`src/rtl/irq_ctrl8_pkg.sv`:
```
package irq_ctrl8_pkg;
   localparam logic [7:0] CMD_POLL    = 8'h0C;
   localparam logic [7:0] CMD_SEL_IRR = 8'h0A;
   localparam logic [7:0] CMD_SEL_ISR = 8'h0B;
   localparam logic [7:0] CMD_EOI     = 8'h20;

   typedef enum logic [1:0] {
      PORT_CMD  = 2'd0,
      PORT_MASK = 2'd1,
      PORT_BASE = 2'd2,
      PORT_NONE = 2'd3
   } port_e;
endpackage

```
`src/rtl/irq_prio_scan.sv`:
```
module irq_prio_scan #(
   parameter int  W         = 8,
   parameter bit  LOW_WINS  = 1'b1,
   localparam int IW        = $clog2(W)
) (
   input  logic [W-1:0]  vec,
   output logic          found,
   output logic [IW-1:0] idx,
   output logic [W-1:0]  onehot
);
   generate
      if (W < 2) begin : g_bad_width
         $error("irq_prio_scan: W must be at least 2");
      end
      if (LOW_WINS) begin : g_low_first
         always_comb begin
            found = 1'b0;
            idx   = '0;
            for (int i = W - 1; i >= 0; i--) begin
               if (vec[i]) begin
                  found = 1'b1;
                  idx   = IW'(i);
               end
            end
         end
      end else begin : g_high_first
         always_comb begin
            found = 1'b0;
            idx   = '0;
            for (int i = 0; i < W; i++) begin
               if (vec[i]) begin
                  found = 1'b1;
                  idx   = IW'(i);
               end
            end
         end
      end
   endgenerate

   assign onehot = {{(W-1){1'b0}}, found} << idx;
endmodule

```
`src/rtl/irq_req_latch.sv`:
```
module irq_req_latch #(
   parameter int W = 8
) (
   input  logic         clk,
   input  logic         rst_n,
   input  logic [W-1:0] req_in,
   input  logic [W-1:0] clr,
   output logic [W-1:0] irr
);
   logic [W-1:0] prev_q;
   logic [W-1:0] rise;

   assign rise = req_in & ~prev_q;

   always_ff @(posedge clk) begin
      if (!rst_n) begin
         prev_q <= '0;
         irr    <= '0;
      end else begin
         prev_q <= req_in;
         irr    <= (irr & ~clr) | rise;
      end
   end

   // a pending bit only drops when it was being accepted
   a_r1_irr_holds: assert property (@(posedge clk) disable iff (!rst_n)
      1'b1 |=> ((($past(irr) & ~irr) & ~$past(clr)) == '0));
endmodule

```
`src/rtl/irq_ack_seq.sv`:
```
module irq_ack_seq #(
   parameter int LVL_W  = 3,
   parameter int BASE_W = 5,
   localparam int VW    = LVL_W + BASE_W
) (
   input  logic              clk,
   input  logic              rst_n,
   input  logic              inta,
   input  logic              win_found,
   input  logic [LVL_W-1:0]  win_lvl,
   input  logic [BASE_W-1:0] base,
   output logic              first,
   output logic [VW-1:0]     vec_out,
   output logic              vec_valid
);
   logic             phase_q;
   logic [LVL_W-1:0] lvl_q;

   assign first = inta && !phase_q;

   always_ff @(posedge clk) begin
      if (!rst_n) begin
         phase_q   <= 1'b0;
         lvl_q     <= '0;
         vec_out   <= '0;
         vec_valid <= 1'b0;
      end else begin
         vec_valid <= 1'b0;
         if (inta) begin
            phase_q <= !phase_q;
            if (!phase_q) begin
               lvl_q <= win_found ? win_lvl : '1;
            end else begin
               vec_out   <= {base, lvl_q};
               vec_valid <= 1'b1;
            end
         end
      end
   end

   // the vector strobe lasts one cycle
   a_r5_valid_single: assert property (@(posedge clk) disable iff (!rst_n)
      vec_valid |=> !vec_valid);
   // an empty first strobe yields the all-ones level
   a_r6_spurious_level: assert property (@(posedge clk) disable iff (!rst_n)
      (first && !win_found) |=> (lvl_q == '1));
endmodule

```
`src/rtl/irq_ctrl8.sv`:
```
module irq_ctrl8
   import irq_ctrl8_pkg::*;
#(
   parameter int  LINES  = 8,
   parameter int  VEC_W  = 8,
   localparam int LVL_W  = $clog2(LINES),
   localparam int BASE_W = VEC_W - LVL_W
) (
   input  logic             clk,
   input  logic             rst_n,
   input  logic [LINES-1:0] req_in,
   output logic             int_out,
   input  logic             inta,
   output logic [VEC_W-1:0] vec_out,
   output logic             vec_valid,
   input  logic [1:0]       bus_addr,
   input  logic             bus_wr,
   input  logic             bus_rd,
   input  logic [VEC_W-1:0] bus_wdata,
   output logic [VEC_W-1:0] bus_rdata
);
   generate
      if ((1 << LVL_W) != LINES) begin : g_chk_pow2
         $error("irq_ctrl8: LINES must be a power of two");
      end
      if (LINES > VEC_W || VEC_W < LVL_W + 1 || VEC_W != 8) begin : g_chk_bus
         $error("irq_ctrl8: bus width must be 8 and hold every line");
      end
   endgenerate

   logic [LINES-1:0]  irr, isr_q, mask_q, blk, elig;
   logic [LINES-1:0]  win_oh, isr_oh, isr_set, isr_clr, irr_clr;
   logic [LVL_W-1:0]  win_lvl, isr_lvl;
   logic              win_found, isr_found;
   logic [BASE_W-1:0] base_q;
   logic              poll_armed_q, sel_isr_q;
   logic              cmd_wr, poll_rd, first, take, take_hit, eoi;

   // blocking by any level at or above in urgency
   generate
      for (genvar g = 0; g < LINES; g++) begin : g_blk
         if (g == 0) begin : g_first
            assign blk[g] = isr_q[g];
         end else begin : g_rest
            assign blk[g] = blk[g-1] | isr_q[g];
         end
      end
   endgenerate

   assign elig    = irr & ~mask_q & ~blk;
   assign int_out = |elig;

   irq_prio_scan #(.W(LINES), .LOW_WINS(1'b1)) u_win_scan (
      .vec(elig), .found(win_found), .idx(win_lvl), .onehot(win_oh));

   irq_prio_scan #(.W(LINES), .LOW_WINS(1'b1)) u_isr_scan (
      .vec(isr_q), .found(isr_found), .idx(isr_lvl), .onehot(isr_oh));

   irq_req_latch #(.W(LINES)) u_req (
      .clk(clk), .rst_n(rst_n), .req_in(req_in), .clr(irr_clr), .irr(irr));

   irq_ack_seq #(.LVL_W(LVL_W), .BASE_W(BASE_W)) u_ack (
      .clk(clk), .rst_n(rst_n), .inta(inta), .win_found(win_found),
      .win_lvl(win_lvl), .base(base_q), .first(first),
      .vec_out(vec_out), .vec_valid(vec_valid));

   assign cmd_wr   = bus_wr && (bus_addr == PORT_CMD);
   assign poll_rd  = bus_rd && (bus_addr == PORT_CMD) && poll_armed_q;
   assign take     = first || poll_rd;
   assign take_hit = take && win_found;
   assign eoi      = cmd_wr && (bus_wdata == CMD_EOI);
   assign isr_set  = take_hit ? win_oh : '0;
   assign irr_clr  = isr_set;
   assign isr_clr  = (eoi && isr_found) ? isr_oh : '0;

   always_ff @(posedge clk) begin
      if (!rst_n) begin
         isr_q        <= '0;
         mask_q       <= '0;
         base_q       <= '0;
         poll_armed_q <= 1'b0;
         sel_isr_q    <= 1'b0;
      end else begin
         isr_q <= (isr_q & ~isr_clr) | isr_set;
         if (poll_rd) poll_armed_q <= 1'b0;
         if (cmd_wr) begin
            case (bus_wdata)
               CMD_POLL:    poll_armed_q <= 1'b1;
               CMD_SEL_IRR: sel_isr_q    <= 1'b0;
               CMD_SEL_ISR: sel_isr_q    <= 1'b1;
               default:     ;
            endcase
         end
         if (bus_wr && bus_addr == PORT_MASK) mask_q <= bus_wdata[LINES-1:0];
         if (bus_wr && bus_addr == PORT_BASE) base_q <= bus_wdata[VEC_W-1:LVL_W];
      end
   end

   always_comb begin
      bus_rdata = '0;
      case (bus_addr)
         PORT_CMD: begin
            if (poll_armed_q) begin
               bus_rdata[VEC_W-1]   = win_found;
               bus_rdata[LVL_W-1:0] = win_found ? win_lvl : '1;
            end else begin
               bus_rdata = VEC_W'(sel_isr_q ? isr_q : irr);
            end
         end
         PORT_MASK: bus_rdata = VEC_W'(mask_q);
         PORT_BASE: bus_rdata = {base_q, {LVL_W{1'b0}}};
         default:   bus_rdata = '0;
      endcase
   end

   // the output never rises without an unmasked pending bit
   a_r2_int_needs_req: assert property (@(posedge clk) disable iff (!rst_n)
      int_out |-> ((irr & ~mask_q) != '0));
   // the accepted level has no eligible bit below it
   a_r3_lowest_taken: assert property (@(posedge clk) disable iff (!rst_n)
      take_hit |-> ((elig & (win_oh - 1'b1)) == '0));
   // one acceptance adds at most one in-service bit
   a_r4_isr_grows_by_one: assert property (@(posedge clk) disable iff (!rst_n)
      1'b1 |=> ($countones(isr_q) <= $countones($past(isr_q)) + 1));
   // an empty acceptance leaves the in-service register alone
   a_r6_spurious_keeps_isr: assert property (@(posedge clk) disable iff (!rst_n)
      (take && !win_found && !eoi) |=> (isr_q == $past(isr_q)));
   // end-of-interrupt retires exactly one level
   a_r10_eoi_drops_one: assert property (@(posedge clk) disable iff (!rst_n)
      (eoi && isr_q != '0 && !take_hit) |=>
         ($countones(isr_q) + 1 == $countones($past(isr_q))));
endmodule

```
`config.mk`:
```
export PLATFORM = sky130hd
export DESIGN_NAME = irq_ctrl8
export DESIGN_NICKNAME = d
export VERILOG_FILES = /design/src/rtl/irq_ctrl8_pkg.sv /design/src/rtl/irq_prio_scan.sv /design/src/rtl/irq_req_latch.sv /design/src/rtl/irq_ack_seq.sv /design/src/rtl/irq_ctrl8.sv
export SDC_FILE = /design/constraint.sdc
export NUM_CORES = 1
export LEC_CHECK = 0
export ABC_AREA = 1
export BUFFER_PORTS_ARGS = -buffer_cell sky130_fd_sc_hd__buf_2
export CAP_MARGIN = 40
export CORE_MARGIN = 5
export CORE_UTILIZATION = 56
export DETAILED_ROUTE_END_ITERATION = 6
export PLACE_DENSITY_LB_ADDON = 0.15
export SYNTH_ARGS = -nofsm -noshare
export SYNTH_HDL_FRONTEND = slang
export SYNTH_SLANG_ARGS = --single-unit
```
`constraint.sdc`:
```
create_clock -name clk -period 1.84 [get_ports clk]
set_input_delay 0.092 -clock clk [delete_from_list [all_inputs] [get_ports clk]]
set_output_delay 0.092 -clock clk [all_outputs]
set_load 0.05 [all_outputs]
```
* After elaboration in Yosys (flattened, before gate mapping)
Cells that the tools add are included.
Cells by class: equality and inequality tests 6, shift operators 2, mux-type cells 45, bitwise logic cells 20, reductions and logical operators 18
Operators by type and width (count):
- $mux 3 | 18
- $and 8x8->8 | 5
- $not 8->8 | 5
- $eq 8x4->1 const B | 3
- $mux 8 | 3
- $pmux 8 s3 | 1
- $mux 1 | 21
- $or 8x8->8 | 2
- $shl 1x3->8 | 2
- $logic_and 1x1->1 | 9
- $eq 8x6->1 const B | 1
- $reduce_and 2->1 | 4
- $reduce_or 8->1 | 1
- $or 1x1->1 | 7
- $mux 4 | 1
- $eq 2x1->1 const B | 1
- $eq 2x2->1 const B | 1
- $logic_not 2->1 | 1
- $pmux 1 s2 | 1
- $reduce_bool 2->1 | 1
- $logic_not 1->1 | 1
- $logic_or 1x1->1 | 1
- $not 1->1 | 1
Word-level totals: bits in registers 52, input port bits 23, output and inout bits 18

* Depth between registers and ports, before layout
Gate-level depths: netlist (run 1).
depth after elaboration 22, gate-level depth with buffers 14, depth with buffers taken out 14

* Cells and area by module
Synthesis (run 1) repeated with hierarchy kept, for this count alone.
Second synthesis, totals: cells, all modules 434, area total of the unflattened synthesis 2829.0 µm²
Modules (own cells, without submodules):
- irq_ctrl8 | times used 1, cells each 217, area an instance 1393.8 µm²
- irq_req_latch | times used 1, cells each 74, area an instance 573.0 µm²
- irq_ack_seq | times used 1, cells each 63, area an instance 484.2 µm²
- irq_prio_scan | times used 2, cells each 40, area an instance 188.9 µm²

* Worst setup path before layout (run 1)
Ideal clock, no wire load.
path type reg-to-output, start point register isr_q[0], end point output port bus_rdata[1], arrival 1792 ps, data required time 1748 ps, path slack -44 ps, cell stages (with the launch flop) 13, cell sequence dfxtp_1 -> nor2_4 -> nand2_4 -> inv_2 -> nand3_2 -> nand2_2 -> nor2_4 -> inv_2 -> nor2_2 -> inv_2 -> nand2_4 -> nand2_1 -> o221ai_1
On the way: word-level cells in the longest chain between the ends 20, elaborated cells on any way between the ends 28, those cells by class mux (19); bitwise (9)
RTL lines:
- start, declared | RTL line irq_ctrl8.sv:31 | logic [LINES-1:0] irr, isr_q, mask_q, blk, elig;
- start signal, assigned | RTL line irq_ctrl8.sv:84 | isr_q <= (isr_q & ~isr_clr) | isr_set;
- $or 1x1->1 (7 in series) | RTL line irq_ctrl8.sv:45 | assign blk[g] = blk[g-1] | isr_q[g];
- $not 8->8 (*) | RTL line irq_ctrl8.sv:50 | assign elig = irr & ~mask_q & ~blk;
- $and 8x8->8 (*) | RTL line irq_ctrl8.sv:50
- $mux 3 / $mux 1 (equally long branches) (8 in series) | RTL line irq_prio_scan.sv:20 | if (vec[i]) begin
- $mux 3 (*) | RTL line irq_ctrl8.sv:105 | bus_rdata[LVL_W-1:0] = win_found ? win_lvl : '1;
- $mux 3 (*) | RTL line irq_ctrl8.sv:103 | if (poll_armed_q) begin
- $pmux 8 s3 (*) | RTL line irq_ctrl8.sv:101 | case (bus_addr)
- end, declared | RTL line irq_ctrl8.sv:20 | output logic [VEC_W-1:0] bus_rdata
Mark *: on every way between the ends. The rest lies on a longest branch, timed or not.

* Worst setup path in the final report (run 1)
start point register isr_q[0], end point output port bus_rdata[0]
On the way: word-level cells in the longest chain between the ends 20, elaborated cells on any way between the ends 29, those cells by class mux (20); bitwise (9)
RTL lines (RTL line):
- $or 1x1->1 (7 in series) | irq_ctrl8.sv:45
- $not 8->8 | irq_ctrl8.sv:50
- $and 8x8->8 | irq_ctrl8.sv:50
- $mux 3 / $mux 1 (equally long branches) (8 in series) | irq_prio_scan.sv:20
- $mux 3 | irq_ctrl8.sv:105
- $mux 3 (*) | irq_ctrl8.sv:103
- $pmux 8 s3 (*) | irq_ctrl8.sv:101
Marks and branches as above.

==> reports/results.ini, run 1 <==
[sta]
whs_ns=0.06505
hold_viol=0
timing.final.crit_share=1.074
finalCriticalPeriod_ns=1.977
tightest_slew_ns=0.4248
relSlewSlack=0.7161
rsz0062_at_grt=yes
max_freq_mhz=505.9
postLayoutSetupSlackWorst_ns=-0.1366
tns_ns=-0.3330
worst_clock_skew_ns=0.008764
final-max-slew-violation-count=0
finalSetupViolations=3

[outcome]
status=complete, but fails checks
violations=setup timing

[cells_and_area]
final_layout_size_suffix_gt1_frac=0.2612
ff_latch_area_sq_um=1050
fill_cells=345
diodes=0
num-nets-final=447
layoutNonFillerInstCount=477
multi_input_area_sq_um=1231
final_util=0.7378
final_cell_area_sq_um=3191
syn2layout_area_growth_pct=27.95

[yosys]
avgSynthCellArea_sq_um=7.005
syn_inst=356
synthFlopType=dfxtp_1
netlist_top_cells_count=nand2_1, inv_1, dfxtp_1
yosysTopAreaCellShare=0.4175
ys_seq_elements=52
ys_async_sr_fraction=0
yosysTopAreaCell=dfxtp_1
syn-cell-area_sq_um=2494
yosys-top-cells-area=dfxtp_1, nand2_1, inv_1
synth.distinct_cells=29
syn_nets=379
yosysSeqAreaShare=0.4175
synth_edf_count=0
yosys_warnings=0
yosysMostFrequentCell=nand2_1

[critical_path]
crit_path_cell_trace=nor2_4, nand2_4, nor2_4, nand4_1, nand2_1, nand2_1, nand2_1, nand2_2, nand2_4, nand2_4, nand2_2, nand2_1, nand2_1, buf_6
crit_top_cell=nand2_1
rr_endpoint=u_req.irr[0]
path_depth=14
crit_buf_inv=1
crit_path_start_kind=flip-flop
arrival_ns=1.88
cp.required_ns=1.75
r2r_cells=13
critPathMaxFanout=5
startpoint=isr_q[0]
end_kind=primary output
cp-endpoint=bus_rdata[0]
reg2reg_slack_ns=0.03
path_delay_family=simple AND/OR/NAND/NOR gates
crit-reg2reg-launch=isr_q[0]
max_stage_delay_ns=0.37
slowest_stage=dfxtp_4
criticalPathCategory=reg -> out

[route]
postRouteWirelength_mm=6.572
dr_total_vias=2493
vias_per_cell=5.226
drtIter0Drc=198
drc=0
final_antenna_net_count=0
wl_per_cell_um=13.78
drtPass1Iterations=4

[cts]
clockRootBuffer=clkbuf_8
cts_tree=yes
cts_buffers=5
cts.sinks=52
cts_max_level=2
cts.reportedPaths.clkPinSlew_ns=0.09
clkLatencyLatePin_ns=0.30
clock_path_buffers=2

[die]
die_w_um=76.73
die_area_sq_um=5887
rows=24
start_util=0.5767
boundaryPins=41
core-area_sq_um=4324
die_h_um=76.73

[power]
ir_drop_mv=0.5165
power_density_nw_per_um2=918.4
leakage_nw=1.514
power.total_mw=2.930

[placed_design]
portBuffers=40
hpwl_mm=4.885
post-place-ws_ns=0.08488
place_congestion=0.9518
placed_area_sq_um=2776
place_inst=446

[global_route]
track_usage=0.2207
gr-total-overflow=0
grt_pass1_wl_mm=10.78
antenna_found_initial=0
grt_pass1_vias=2326
grt_max_degree=26

[run]
maxCapViolCount=0

[hold_path]
min_path_type=in -> reg

sequential cells by signal (all words and copies together), names as in the netlist:
name,flops
sel_isr_q,1
u_req.irr,8
u_ack.vec_out,8
poll_armed_q,1
mask_q,8
u_ack.phase_q,1
u_ack.lvl_q,3
base_q,5
u_req.prev_q,8
u_ack.vec_valid,1
isr_q,8
cell families (layout without fill, tap and decap cells):
family / after synthesis / after routing / synth area share
simple gates: 140 / 140 / 0.2750
compound gates: 85 / 85 / 0.1862
buf+inv: 78 / 147 / 0.1174
flops: 52 / 52 / 0.4175
mux: 1 / 1 / 0.004014
timing repair:
| item | 4_1_cts | 5_1_grt |
|---|---|---|
| endpoints found under the setup margin | 5 | 16 |
| cloned | 0 | 0 |
| hold buffers | 8 | 0 |
| buffers inserted | 6 | 9 |
| resized for setup | 16 | 22 |
| hold endpoints to repair | 8 | 0 |
| pin swaps | 9 | 15 |
per-layer routing:
layer / routed length, um / vias up / part of all wire / track usage
met1: 2861 / 1135 / 0.44 / 0.2790
met3: 335 / 16 / 0.051 / 0.04684
met4: 202 / 0 / 0.031 / 0.06643
met2: 3173 / 65 / 0.48 / 0.3744
li1: - / 1277 / - / -
met5: 0 / - / 0 / 0
worst min-delay path: stages:
cell and delay, ns:
buf_2 0.09, inv_1 0.04, nand2_1 0.05, a21oi_1 0.05
power breakdown:
group / total, mW / switching [mW] / internal (mW)
clock: 0.673 / 0.367 / 0.306
combinational: 1.01 / 0.610 / 0.402
sequential: 1.25 / 0.0469 / 1.20
total: 2.93 / 1.02 / 1.91
worst min path at each step:
stage / startpoint / to / slack (ns) / cells past startpoint
finish: inta / u_ack.phase_q / 0.07 / 4
floorplan: req_in[2] / u_req.prev_q[2] / 0.20 / 2
global route: inta / u_ack.phase_q / 0.07 / 4
global placement: req_in[2] / u_req.prev_q[2] / 0.28 / 3
detailed placement: req_in[4] / u_req.prev_q[4] / 0.29 / 3
CTS: inta / u_ack.phase_q / 0.06 / 4
cell usage in the layout (no fill, tap or decap), types with 2 or more instances in the layout:
master         instances
nand2_1               68
inv_1                 63
dfxtp_1               47
o21ai_0               39
buf_2                 35
a21oi_1               28
nand3_1               20
buf_4                 17
nor2_1                14
nand4_1                8
dlygate4sd3_1          8
nor2_4                 7
buf_6                  7
nand2_2                6
clkbuf_8               6
o21ai_1                5
inv_2                  5
o221ai_1               4
nand2_4                4
dfxtp_2                4
nand3_2                3
or2_2                  3
nor3_2                 2
o221ai_2               2
nand3_4                2
cell type report:
type	count	area share
Clock inverter	1	0.002353
Multi-Input combinational cell	226	0.3859
Tap cell	52	0.02039
Clock buffer	7	0.02706
Inverter	71	0.08588
Timing Repair Buffer	68	0.1494
Sequential cell	52	0.3290
Note: power is estimated with default switching activity, not from simulation.
==> run 2, diff against run 1 <==
clock period = 1.87 ns   (was 1.84 ns; I/O delays follow)
==> reports/results.ini, run 2 (synthesis results as in run 1) <==
[power]
p_sw_mw=0.9989  ; was 1.024 mW
switching_share=0.3388  ; was 0.3494
power_density_nw_per_um2=912.6  ; was 918.4 nW/um^2
ir_drop_mv=0.5158  ; was 0.5165 mV
p_comb_frac=0.334  ; was 0.345
p_seq_frac=0.416  ; was 0.425
p_int_mw=1.949  ; was 1.906 mW
clkPwrFrac=0.250  ; was 0.230
leakage_nw=1.558  ; was 1.514 nW

[global_route]
gr-total-overflow=0  ; unchanged
grt_pass1_wl_mm=11.20  ; was 10.78 mm
antenna_found_initial=0  ; unchanged
grt_max_degree=26  ; unchanged
grt_pass1_vias=2462  ; was 2,326
track_usage=0.2311  ; was 0.2207

[outcome]
violations=setup timing  ; unchanged
status=complete, but fails checks  ; unchanged

[sta]
hold_viol=0  ; unchanged
tightest_slew_ns=0.3988  ; was 0.4248 ns
tns_ns=-0.4877  ; was -0.3330 ns
final-max-slew-violation-count=0  ; unchanged
rsz0062_at_grt=yes  ; unchanged
finalSetupViolations=6  ; was 3
postLayoutSetupSlackWorst_ns=-0.1248  ; was -0.1366 ns
max_freq_mhz=501.3
worst_clock_skew_ns=0.007429  ; was 0.008764 ns
relSlewSlack=0.7313  ; was 0.7161
timing.final.crit_share=1.067
finalCriticalPeriod_ns=1.995

[die]
rows=24  ; unchanged
core-area_sq_um=4324  ; unchanged
die_area_sq_um=5887  ; unchanged
die_h_um=76.73  ; unchanged
start_util=0.5767  ; unchanged
boundaryPins=41  ; unchanged
die_w_um=76.73  ; unchanged

[placed_design]
place_inst=446  ; unchanged
place_congestion=0.9475  ; was 0.9518
hpwl_mm=4.853  ; was 4.885 mm
portBuffers=40  ; unchanged

[critical_path]
criticalPathCategory=reg -> out  ; unchanged
crit_top_cell=buf_6  ; was nand2_1
crit_buf_inv=3  ; was 1
arrival_ns=1.90  ; was 1.88 ns
end_kind=primary output  ; unchanged
crit_path_start_kind=flip-flop  ; unchanged
crit_path_cell_trace=nor2_4, buf_6, nand3_2, nor2_1, o21ai_1, nand2_1, nor2_2, inv_2, nand2_4, nand2_2, o221ai_2, buf_6  ; was nor2_4, nand2_4, nor2_4, nand4_1, nand2_1, nand2_1, nand2_1, nand2_2, nand2_4, nand2_4, nand2_2, nand2_1, nand2_1, buf_6
cp.required_ns=1.78  ; was 1.75 ns
r2r_cells=14  ; was 13
critPathMaxFanout=5  ; unchanged
path_depth=12  ; was 14
slowest_stage=dfxtp_4  ; unchanged
path_delay_family=simple AND/OR/NAND/NOR gates  ; unchanged
max_stage_delay_ns=0.36  ; was 0.37 ns

[route]
drtPass1Iterations=5  ; was 4
postRouteWirelength_mm=6.866  ; was 6.572 mm
drc=0  ; unchanged
dr_total_vias=2596  ; was 2,493
vias_per_cell=5.375  ; was 5.226
wl_per_cell_um=14.22  ; was 13.78 um
final_antenna_net_count=0  ; unchanged
drtIter0Drc=176  ; was 198

[cts]
cts_max_level=2  ; unchanged
cts_buffers=5  ; unchanged
cts_tree=yes  ; unchanged
cts.reportedPaths.clkPinSlew_ns=0.09  ; about the same
clock_path_buffers=2  ; unchanged
cts.sinks=52  ; unchanged
clockRootBuffer=clkbuf_8  ; unchanged
clkLatencyLatePin_ns=0.30  ; about the same

[cells_and_area]
final_layout_size_suffix_gt1_frac=0.2761  ; was 0.2612
num-nets-final=455  ; was 447
final_util=0.7471  ; was 0.7378
layoutNonFillerInstCount=483  ; was 477
layout_commonest_cell=nand2_1  ; unchanged
syn2layout_area_growth_pct=29.55  ; was 27.95%
layout_common_cells=nand2_1, inv_1, dfxtp_1  ; unchanged
diodes=0  ; unchanged

[hold_path]
whs_path_depth=4  ; unchanged
min_path_type=in -> reg  ; unchanged

[run]
maxCapViolCount=0  ; unchanged

run 2: changes by cell type in the layout (fill, tap and decap cells not counted), sizes merged:
cell / delta
buf: +8
bufinv: +1
clkbuf: -2
clkinvlp: -1
run 2: final timing paths:
path                                 startpoint            end  slack (ns)
worst max-delay path                   isr_q[0]   bus_rdata[1]       -0.12
worst min-delay path                       inta  u_ack.phase_q        0.07
worst max register to register         isr_q[0]   u_req.irr[0]       -0.10
worst min register to register  u_req.prev_q[1]   u_req.irr[1]        0.41
run 2: layout make-up:
cell class | count | area (sq um)
fillers | 357 | 1094
inverters | 71 | 269.0
well taps | 52 | 65.06
repair buffers | 76 | 523.0
clock buffers | 5 | 68.82
flip-flops and latches | 52 | 1050
multi-input cells | 226 | 1225
clock inverters | 1 | 30.03
run 2: metal layers:
metal | GRT usage | share of wire | up-vias
met4 | 0.09441 | 0.035 | 0
met5 | 0 | 0 | -
met1 | 0.2779 | 0.42 | 1191
li1 | - | - | 1295
met2 | 0.3964 | 0.49 | 88
met3 | 0.04918 | 0.062 | 22
run 2: power groups by stage:
stage          clock network [mW]  logic [mW]  registers (mW)
3_5_place_dp                    0       0.721            1.25
6_report                    0.737       0.986            1.23
2_1_floorplan                   0       0.548            1.25
4_1_cts                     0.744       0.821            1.22
3_3_place_gp                    0       0.714            1.24
5_1_grt                     0.814        1.06            1.24
run 2: worst min-delay path: cells and delay by family:
family,cells,cell delay [ns]
simple gates,1,0.05
buf+inv,2,0.13
compound gates,1,0.06
run 2: timing repair:
action	in CTS	in global routing
cloned	0	0
setup buffers	14	9
hold buffers	8	0
endpoints found under the hold margin	8	0
gates resized for setup	18	15
setup endpoints to repair	3	7
pin swaps	6	13
run 2: metrics by stage:
step,hold WS [ns],setup WS [ns],power (mW),instance area [sq um]
floorplan,0.1978,0.1420,1.795,2500
global placement,0.2827,0.1432,1.957,2776
detailed placement,0.2901,0.09778,1.966,2776
CTS,0.06746,-0.05202,2.790,3114
global route,0.07853,-0.2775,3.111,3231
finish,0.06792,-0.1248,2.948,3231
==> run 3, diff against run 2 <==
SLEW_MARGIN = 30   (was default)
clock period = 2 ns   (was 1.87 ns; I/O delays follow)
==> reports/results.ini, run 3 (synthesis results as in run 1) <==
[cts]
clkLatencyLatePin_ns=0.30  ; about the same
cts_tree=yes  ; unchanged
cts.reportedPaths.clkPinSlew_ns=0.09  ; about the same
cts_max_level=2  ; unchanged
cts_buffers=5  ; unchanged
cts.sinks=52  ; unchanged
clock_path_buffers=2  ; unchanged
clockRootBuffer=clkbuf_8  ; unchanged

[cells_and_area]
num-nets-final=442  ; was 455
diodes=0  ; unchanged
syn2layout_area_growth_pct=24.79  ; was 29.55%
final_layout_size_suffix_gt1_frac=0.2571  ; was 0.2761
fill_cells=371  ; was 357
layout_commonest_cell=nand2_1  ; unchanged
layout_common_cells=nand2_1, inv_1, dfxtp_1  ; unchanged
layoutNonFillerInstCount=472  ; was 483
final_util=0.7196  ; was 0.7471
final_cell_area_sq_um=3112  ; was 3231 sq um

[power]
power_density_nw_per_um2=842.5  ; was 912.6 nW/um^2
power.total_mw=2.622  ; was 2.948 mW
ir_drop_mv=0.5439  ; was 0.5158 mV
leakage_nw=1.483  ; was 1.558 nW

[sta]
tns_ns=0  ; was -0.4877 ns
whs_ns=0.004352  ; was 0.06792 ns
timing.final.crit_share=0.9927
worst_clock_skew_ns=0.007296  ; was 0.007429 ns
hold_viol=0  ; unchanged
finalCriticalPeriod_ns=1.985
tightest_slew_ns=0.4220  ; was 0.3988 ns
postLayoutSetupSlackWorst_ns=0.01462  ; was -0.1248 ns
relSlewSlack=0.7183  ; was 0.7313
finalSetupViolations=0  ; was 6
max_freq_mhz=503.7
rsz0062_at_grt=yes  ; unchanged
final-max-slew-violation-count=0  ; unchanged

[hold_path]
min_path_type=in -> reg  ; unchanged
min_from=req_in[7]  ; was inta
whs_path_depth=3  ; was 4

[placed_design]
place_inst=444  ; was 446
hpwl_mm=4.880  ; was 4.853 mm
post-place-ws_ns=0.2216  ; was 0.09778 ns
place_congestion=0.9121  ; was 0.9475
placed_area_sq_um=2755  ; was 2776 sq um
portBuffers=40  ; unchanged

[critical_path]
slowest_stage=dfxtp_2  ; was dfxtp_4
path_delay_family=simple AND/OR/NAND/NOR gates  ; unchanged
cp.required_ns=1.90  ; was 1.78 ns
crit_path_cell_trace=nor2_4, buf_4, nand4_1, nand2_4, nor2_4, inv_2, nor2_2, inv_2, nand2_4, nand2_2, o221ai_2, buf_6  ; was nor2_4, buf_6, nand3_2, nor2_1, o21ai_1, nand2_1, nor2_2, inv_2, nand2_4, nand2_2, o221ai_2, buf_6
crit_buf_inv=4  ; was 3
end_kind=primary output  ; unchanged
max_stage_delay_ns=0.35  ; was 0.36 ns
startpoint=isr_q[1]  ; was isr_q[0]
r2r_cells=14  ; unchanged
crit_path_start_kind=flip-flop  ; unchanged
criticalPathCategory=reg -> out  ; unchanged
arrival_ns=1.89  ; was 1.90 ns
path_depth=12  ; unchanged
crit-reg2reg-launch=isr_q[1]  ; was isr_q[0]
critPathMaxFanout=5  ; unchanged

[route]
dr_total_vias=2469  ; was 2,596
wl_per_cell_um=13.65  ; was 14.22 um
drtIter0Drc=216  ; was 176
postRouteWirelength_mm=6.441  ; was 6.866 mm
vias_per_cell=5.231  ; was 5.375
drtPass1Iterations=4  ; was 5
drc=0  ; unchanged
final_antenna_net_count=0  ; unchanged

[global_route]
grt_max_degree=26  ; unchanged
grtUsageMet2=0.3548  ; was 0.3964
gr-total-overflow=0  ; unchanged
antenna_found_initial=0  ; unchanged
grt_pass1_vias=2235  ; was 2,462
grt_use_met1=0.2732  ; was 0.2779
top_usage_layer=met2  ; unchanged
track_usage=0.2160  ; was 0.2311
grt.met3_usage=0.05269  ; was 0.04918
grt_pass1_wl_mm=10.45  ; was 11.20 mm

[die]
rows=24  ; unchanged
core-area_sq_um=4324  ; unchanged
die_w_um=76.73  ; unchanged
boundaryPins=41  ; unchanged
start_util=0.5767  ; unchanged
die_area_sq_um=5887  ; unchanged
die_h_um=76.73  ; unchanged

[outcome]
status=finished clean  ; was complete, but fails checks

[run]
maxCapViolCount=0  ; unchanged

-- run 3: cell types whose count changed in the layout (fill, tap and decap cells not counted), moves of 2 or more --
cell / delta
buf_4: -10
buf_6: -2
nor2_1: -2
nor2_2: +2
-- run 3: layer usage --
layer / up-vias / wire [um] / part of all wire
met5: - / 0 / 0
met4: 0 / 192 / 0.030
met3: 17 / 318 / 0.049
met2: 72 / 3068 / 0.48
met1: 1107 / 2862 / 0.44
li1: 1273 / - / -
-- run 3: cell type report --
type	count	area (sq um)	share of cell area
inverters	71	269.0	0.08645
multi-input cells	226	1226	0.3941
clock inverters	1	7.507	0.002413
well taps	52	65.06	0.02091
flip-flops and latches	52	1052	0.3382
repair buffers	63	405.4	0.1303
clock buffers	7	86.33	0.02774
-- run 3: worst paths after layout --
| check | to | slack [ns] |
|---|---|---|
| setup / recovery | bus_rdata[1] | 0.01 |
| hold / removal | u_req.prev_q[7] | 0.004 |
| setup reg to reg | u_req.irr[7] | 0.20 |
| hold reg to reg | u_req.irr[1] | 0.41 |
-- run 3: power breakdown --
part / leakage, nW / internal [mW] / switching [mW]
registers: 0.430 / 1.10 / 0.0446
logic: 1.01 / 0.325 / 0.535
clock network: 0.0445 / 0.282 / 0.334
-- run 3: timing repair --
action	in CTS	in global routing
endpoints found under the hold margin	7	0
hold buffers	7	0
resized for setup	6	24
setup endpoints to repair	2	3
pin swaps	0	10
setup buffers	0	13
-- run 3: tightest hold or removal path, stage by stage --
cell and delay, ns:
buf_2 0.07, nand2_1 0.06, inv_1 0.05
